--- src/rtl/shf_pkg.sv ---
package shf_pkg;

    // resolved operation after the amount encoding has been decoded
    typedef enum logic [2:0] {
        SK_NONE,
        SK_LSL,
        SK_LSR,
        SK_ASR,
        SK_ROR,
        SK_RRX
    } shf_kind_e;

    // operation field of the kind code, bits [2:1]
    localparam logic [1:0] OPF_LSL = 2'b00;
    localparam logic [1:0] OPF_LSR = 2'b01;
    localparam logic [1:0] OPF_ASR = 2'b10;
    localparam logic [1:0] OPF_ROR = 2'b11;

endpackage

--- src/rtl/shf_amount_decode.sv ---
module shf_amount_decode
    import shf_pkg::*;
#(
    parameter int DATA_W    = 32,
    parameter int FIELD_W   = 5,
    parameter int REG_AMT_W = 8,
    localparam int EFF_W    = (REG_AMT_W > $clog2(DATA_W) + 1) ? REG_AMT_W : $clog2(DATA_W) + 1
) (
    input  logic [2:0]           kind_code,
    input  logic [FIELD_W-1:0]   amt_field,
    input  logic [REG_AMT_W-1:0] amt_byte,
    output shf_kind_e            kind,
    output logic [EFF_W-1:0]     amt
);

    logic       by_reg;
    logic [1:0] opf;

    assign by_reg = kind_code[0];
    assign opf    = kind_code[2:1];

    always_comb begin
        kind = SK_NONE;
        amt  = '0;
        if (by_reg) begin
            amt = EFF_W'(amt_byte);
            unique case (opf)
                OPF_LSL: kind = SK_LSL;
                OPF_LSR: kind = SK_LSR;
                OPF_ASR: kind = SK_ASR;
                OPF_ROR: kind = SK_ROR;
                default: kind = SK_NONE;
            endcase
            if (amt_byte == '0) kind = SK_NONE;
        end else begin
            amt = EFF_W'(amt_field);
            unique case (opf)
                OPF_LSL: kind = (amt_field == '0) ? SK_NONE : SK_LSL;
                OPF_LSR: kind = SK_LSR;
                OPF_ASR: kind = SK_ASR;
                OPF_ROR: kind = (amt_field == '0) ? SK_RRX : SK_ROR;
                default: kind = SK_NONE;
            endcase
            // zero field on right shifts stands for a full-width shift
            if (amt_field == '0 && (opf == OPF_LSR || opf == OPF_ASR))
                amt = EFF_W'(DATA_W);
        end
    end

endmodule

--- src/rtl/shf_core.sv ---
module shf_core
    import shf_pkg::*;
#(
    parameter int DATA_W = 32,
    parameter int EFF_W  = 8,
    localparam int IDX_W = $clog2(DATA_W)
) (
    input  shf_kind_e          kind,
    input  logic [EFF_W-1:0]   amt,
    input  logic [DATA_W-1:0]  val,
    input  logic               cin,
    output logic [DATA_W-1:0]  res,
    output logic               cout,
    output logic               cvalid
);

    logic [DATA_W:0]   lsl_w;
    logic [DATA_W:0]   lsr_w;
    logic [DATA_W:0]   asr_w;
    logic [EFF_W-1:0]  asr_amt;
    logic [IDX_W-1:0]  ror_amt;
    logic [DATA_W-1:0] ror_r;

    // one extra bit beyond the value catches the last bit moved out
    assign lsl_w   = {1'b0, val} << amt;
    assign lsr_w   = {val, 1'b0} >> amt;
    assign asr_amt = (amt > EFF_W'(DATA_W)) ? EFF_W'(DATA_W) : amt;
    assign asr_w   = $signed({val, 1'b0}) >>> asr_amt;
    assign ror_amt = amt[IDX_W-1:0];
    assign ror_r   = DATA_W'({val, val} >> ror_amt);

    always_comb begin
        res    = val;
        cout   = cin;
        cvalid = 1'b0;
        unique case (kind)
            SK_NONE: begin
                res    = val;
                cout   = cin;
                cvalid = 1'b0;
            end
            SK_LSL: begin
                res    = lsl_w[DATA_W-1:0];
                cout   = lsl_w[DATA_W];
                cvalid = 1'b1;
            end
            SK_LSR: begin
                res    = lsr_w[DATA_W:1];
                cout   = lsr_w[0];
                cvalid = 1'b1;
            end
            SK_ASR: begin
                res    = asr_w[DATA_W:1];
                cout   = asr_w[0];
                cvalid = 1'b1;
            end
            SK_ROR: begin
                res    = ror_r;
                cout   = ror_r[DATA_W-1];
                cvalid = 1'b1;
            end
            SK_RRX: begin
                res    = {cin, val[DATA_W-1:1]};
                cout   = val[0];
                cvalid = 1'b1;
            end
            default: begin
                res    = val;
                cout   = cin;
                cvalid = 1'b0;
            end
        endcase
    end

endmodule

--- src/rtl/shf_imm_rotate.sv ---
module shf_imm_rotate #(
    parameter int DATA_W  = 32,
    parameter int CONST_W = 8,
    parameter int ROT_W   = 4
) (
    input  logic [CONST_W-1:0] const_byte,
    input  logic [ROT_W-1:0]   rot_field,
    input  logic               cin,
    output logic [DATA_W-1:0]  res,
    output logic               cout,
    output logic               cvalid
);

    logic [DATA_W-1:0] widened;
    logic [ROT_W:0]    rsh;
    logic [DATA_W-1:0] rotated;

    assign widened = DATA_W'(const_byte);
    assign rsh     = {rot_field, 1'b0};
    assign rotated = DATA_W'({widened, widened} >> rsh);

    always_comb begin
        if (rot_field == '0) begin
            res    = widened;
            cout   = cin;
            cvalid = 1'b0;
        end else begin
            res    = rotated;
            cout   = rotated[DATA_W-1];
            cvalid = 1'b1;
        end
    end

endmodule

--- src/rtl/shf_operand_unit.sv ---
module shf_operand_unit
    import shf_pkg::*;
#(
    parameter int DATA_W    = 32,
    parameter int FIELD_W   = 5,
    parameter int REG_AMT_W = 8,
    parameter int CONST_W   = 8,
    parameter int ROT_W     = 4
) (
    input  logic                 imm_sel,
    input  logic [DATA_W-1:0]    src_val,
    input  logic [2:0]           kind_code,
    input  logic [FIELD_W-1:0]   amt_field,
    input  logic [DATA_W-1:0]    amt_reg_word,
    input  logic [CONST_W-1:0]   const_byte,
    input  logic [ROT_W-1:0]     rot_field,
    input  logic                 carry_in,
    output logic [DATA_W-1:0]    op2,
    output logic                 carry_out,
    output logic                 carry_valid
);

    localparam int EFF_W = (REG_AMT_W > $clog2(DATA_W) + 1) ? REG_AMT_W : $clog2(DATA_W) + 1;

    shf_kind_e         dec_kind;
    logic [EFF_W-1:0]  dec_amt;
    logic [DATA_W-1:0] reg_res;
    logic              reg_cout;
    logic              reg_cv;
    logic [DATA_W-1:0] imm_res;
    logic              imm_cout;
    logic              imm_cv;
    logic              unused_amt_hi;

    // only the low byte of the amount word takes part
    assign unused_amt_hi = ^amt_reg_word[DATA_W-1:REG_AMT_W];

    shf_amount_decode #(
        .DATA_W(DATA_W), .FIELD_W(FIELD_W), .REG_AMT_W(REG_AMT_W)
    ) u_dec (
        .kind_code(kind_code),
        .amt_field(amt_field),
        .amt_byte (amt_reg_word[REG_AMT_W-1:0]),
        .kind     (dec_kind),
        .amt      (dec_amt)
    );

    shf_core #(
        .DATA_W(DATA_W), .EFF_W(EFF_W)
    ) u_core (
        .kind  (dec_kind),
        .amt   (dec_amt),
        .val   (src_val),
        .cin   (carry_in),
        .res   (reg_res),
        .cout  (reg_cout),
        .cvalid(reg_cv)
    );

    shf_imm_rotate #(
        .DATA_W(DATA_W), .CONST_W(CONST_W), .ROT_W(ROT_W)
    ) u_imm (
        .const_byte(const_byte),
        .rot_field (rot_field),
        .cin       (carry_in),
        .res       (imm_res),
        .cout      (imm_cout),
        .cvalid    (imm_cv)
    );

    always_comb begin
        if (imm_sel) begin
            op2         = imm_res;
            carry_out   = imm_cout;
            carry_valid = imm_cv;
        end else begin
            op2         = reg_res;
            carry_out   = reg_cout;
            carry_valid = reg_cv;
        end
    end

endmodule

--- config.mk ---
export PLATFORM = sky130hd
export DESIGN_NAME = shf_operand_unit
export DESIGN_NICKNAME = d
export VERILOG_FILES = /design/src/rtl/shf_pkg.sv /design/src/rtl/shf_amount_decode.sv /design/src/rtl/shf_core.sv /design/src/rtl/shf_imm_rotate.sv /design/src/rtl/shf_operand_unit.sv
export SDC_FILE = /design/constraint.sdc
export NUM_CORES = 1
export LEC_CHECK = 0
export BUFFER_PORTS_ARGS = -buffer_cell sky130_fd_sc_hd__buf_2
export CAP_MARGIN = 20
export CORE_ASPECT_RATIO = 1.75
export CORE_MARGIN = 3
export CORE_UTILIZATION = 50
export DETAILED_ROUTE_END_ITERATION = 7
export PLACE_DENSITY_LB_ADDON = 0.12
export SLEW_MARGIN = 15
export SYNTH_ARGS = -nofsm -noshare
export SYNTH_HDL_FRONTEND = slang
export SYNTH_SLANG_ARGS = --single-unit
--- constraint.sdc ---
create_clock -name vclk -period 3.3
set_input_delay 0.495 -clock vclk [all_inputs]
set_output_delay 0.495 -clock vclk [all_outputs]
set_load 0.01 [all_outputs]
==> metrics, run 1 <==
status=did not finish; Stop stage=5_1_grt; Halt Reason=[ERROR GRT-0116] Global routing finished with congestion. Check the congestion regions in the DRC Viewer.; Yosys top cell by area=mux2i_1; Hold Buf Count CTS=0; Initial Util=around half; DP Cell Count=1962; Avg Cell Area, Syn=6.670 um2; floorplan row count=63; Detailed Place HPWL=47320 um; post-synthesis cell area=slightly below 9000 um2; ranking of synthesized cells by area=mux2i_1 (18%), nand2_1 (6.9%), mux4_2 (5.9%); Seq/Total Area, Yosys=0%; die span in x=106.3 um; first-pass GRT wire length=121300 um; total global-route track usage=roughly 80%; Cells after Synth=1320; syn_nets=1409; Netlist cell types=90; Port Buffers=between 90 and 100; top-area cell type share of the netlist area=17.62%; io pins=between 100 and 150; GP Congestion=around 1.3; vias in the first global route=~18000; Yosys warnings=0; largest net degree at the start of global routing=31; gr ovfl total=437; die height=181.5 um
cells in the mapped netlist, types with 13 or more instances:
library cell,count
a211oi_1,21
a21oi_1,74
a221oi_1,14
a22oi_1,13
a2bb2oi_1,16
a31oi_1,37
buf_1,13
buf_2,52
clkbuf_1,71
mux2_2,39
mux2i_1,155
mux4_2,23
nand2_1,162
nand3_1,30
nor2_1,130
nor3_1,37
o211ai_1,32
o21ai_0,97
o221ai_1,22
o22ai_1,62
logic make-up after synthesis:
| group | share of synthesized area, % |
|---|---|
| muxes | 29.43 |
| AOI/OAI and AO/OA | 40.05 |
| adders and majority gates | 0.4264 |
| and+or+nand+nor | 21.86 |
| buffers and inverters | 8.242 |
routing by layer:
layer / global-route usage, % / overflow
met3: 60.97 / 9
met2: 99.62 / 274
met4: 82.11 / 147
met5: 19.84 / 0
met1: 78.28 / 7
through the flow:
step                util (%)  TNS [ns]  area, um2  hold WS (ns)  worst slack (ns)
CTS                    85.23    -7.749      14580         1.508           -0.4362
detailed placement     74.27    -14.63      12700         1.510           -0.7917
global placement       74.27    -13.70      12700         1.508           -0.7820
floorplan                  -  -0.02045       8845         1.170          -0.02045
what timing repair did:
action                     4_1_cts
gates resized for setup        297
buffers inserted                59
pin swaps                       97
setup endpoints to repair       33
cloned                           5
==> run 2: changes to the inputs <==
--- a/config.mk
+++ b/config.mk
@@ -7,11 +7,10 @@
 export LEC_CHECK = 0
 export BUFFER_PORTS_ARGS = -buffer_cell sky130_fd_sc_hd__buf_2
 export CAP_MARGIN = 20
-export CORE_ASPECT_RATIO = 1.75
 export CORE_MARGIN = 3
-export CORE_UTILIZATION = 50
+export CORE_UTILIZATION = 35
 export DETAILED_ROUTE_END_ITERATION = 7
-export PLACE_DENSITY_LB_ADDON = 0.12
+export PLACE_DENSITY_LB_ADDON = 0.15
 export SLEW_MARGIN = 15
 export SYNTH_ARGS = -nofsm -noshare
 export SYNTH_HDL_FRONTEND = slang
==> constraint.sdc (replaced) <==
create_clock -name vclk -period 4.3
set_input_delay 0.645 -clock vclk [all_inputs]
set_output_delay 0.645 -clock vclk [all_outputs]
set_load 0.01 [all_outputs]
==> run 2 against run 1 <==
  * The flow now finishes, with violations (design-rule violations)
  * Synthesized cell count unchanged
  * Area after synthesis unchanged
==> metrics, run 2 <==
count leader, synth=nand2_1; post-synthesis cell area=between 8000 and 9000 um2; Slew @ Worst Pin=0.6433 ns; # nets final=1542; top cells by count, synth=nand2_1 (162), mux2i_1 (155), nor2_1 (130); fin area=10640 um2; seq_cells=0; GP Congestion=~1.1; Netlist cell types=90; Yosys top cell by area=mux2i_1; first-pass GRT wire length=approximately 86000 um; syn_nets=1409; met2 GRT Util=66.49%; vias in the first global route=12080; DR vias/cell=7.221; failing checks=design-rule violations; Detailed Place HPWL=46500 um; crit share post-route=99.93%; critical path type=in -> out; CP Capture Type=primary output; P&R area growth vs syn=20.89%; worst slack, placed=approximately 0.014 ns; fin cells=1776; Hold Buf Count CTS=0; CP endpoint=op2[7]; Avg Cell Area, Syn=6.670 um2; largest net degree at the start of global routing=40; status=finished with violations; met1 usage=roughly 54%; post-layout min period=4.297 ns; Placement Cell Area=10590 um2; total die area=27090 um2; average wire per standard cell=~34 um; layer with the highest usage=met2; DR DRC count=9; Worst Path Arrival=around 3.7 ns; critical path startpoint=kind_code[0]; Max Freq=232.7 MHz; Final ANT Viol Nets=0; relative slew slack=56.78%; post-CTS setup buffers=0; Final Hold Fails=0; commonest non-fill, non-tap cell in the layout=buf_4; DP Cell Count=1775; floorplan row count=57; worst path required time=approximately 3.7 ns; initial antenna violation count=2; Port Buffers=96; Max Cap Viol=0; Yosys warnings=0; final setup TNS=0 ns; Critical Path Fanout Max=9; hold path start=rot_field[3]; clkbuf count=0; ranking of synthesized cells by area=mux2i_1 (18%), nand2_1 (6.9%), mux4_2 (5.9%); startpoint types=input pin; die height=164.6 um; die span in x=approximately 160 um; layout cells sized above 1=26.60%; M3 GR Usage=10.18%; Cells after Synth=1320; Pre-antenna DRT Iters=8; top-area cell type share of the netlist area=17.62%; Starting DRT DRC Count=1877; final worst slack=approximately 0.0028 ns; setup violators final=0; gr ovfl total=0; Seq/Total Area, Yosys=0%; hold crit path type=in -> out; via count=12830; Slew Viols, Final=0; FF+latch area=0 um2; CORE AREA=24530 um2; Initial Util=35.89%; total global-route track usage=43.25%; most frequent cells in the layout=buf_4 (170), nand2_1 (162), mux2i_1 (151); io pins=120; DRT Wirelength=60830 um
[run 2: cell counts after synthesis]
No cell type changed its count.
[run 2: routing by layer]
layer / share of wire (%) / up-vias
met5: 0.035 / -
met2: 43 / 1008
li1: - / 5457
met1: 37 / 6087
met4: 8.2 / 4
met3: 12 / 269
[run 2: final cells by class]
type                            count  area (um2)
Fill cell                        2688       13890
Tap cell                          324       405.4
Multi-Input combinational cell   1165        8179
Timing Repair Buffer              280        2034
Antenna cell                        1       2.502
Inverter                            6       22.52
[run 2: how the worst min path moves through the flow]
stage / endpoint / slack [ns] / depth (start not counted)
3_3_place_gp: op2[12] / 1.82 / 4
2_1_floorplan: op2[9] / 1.47 / 2
4_1_cts: op2[12] / 1.83 / 4
5_1_grt: op2[12] / 1.88 / 4
3_5_place_dp: op2[12] / 1.83 / 4
6_report: op2[12] / 1.84 / 4
[run 2: kinds of logic after synthesis]
family                   count (synthesis)  share of synthesized area (%)
buffers and inverters                  155                          8.242
AO/OA/AOI/OAI                          508                          40.05
multiplexers                           222                          29.43
adder cells (fa/ha/maj)                  3                         0.4264
AND/OR/NAND/NOR                        432                          21.86
[run 2: worst max-delay path, stage by stage]
cell	delay (ns)
clkbuf_4	0.20
buf_4	0.15
mux2i_4	0.43
nand2_1	0.33
buf_4	0.26
a2bb2oi_1	0.18
a21oi_1	0.23
a32o_1	0.25
mux2i_1	0.13
a22oi_1	0.48
a31oi_1	0.18
buf_2	0.18
[run 2: per-stage QoR]
step / util (%) / hold WS (ns)
finish: 43.39 / 1.838
global placement: 43.16 / 1.818
detailed placement: 43.16 / 1.830
CTS: 43.16 / 1.831
floorplan: - / 1.470
global route: 43.38 / 1.877
[run 2: what timing repair did]
action	in CTS	in global routing
endpoints found under the setup margin	0	17
endpoints found under the hold margin	0	0
gates resized for setup	0	12
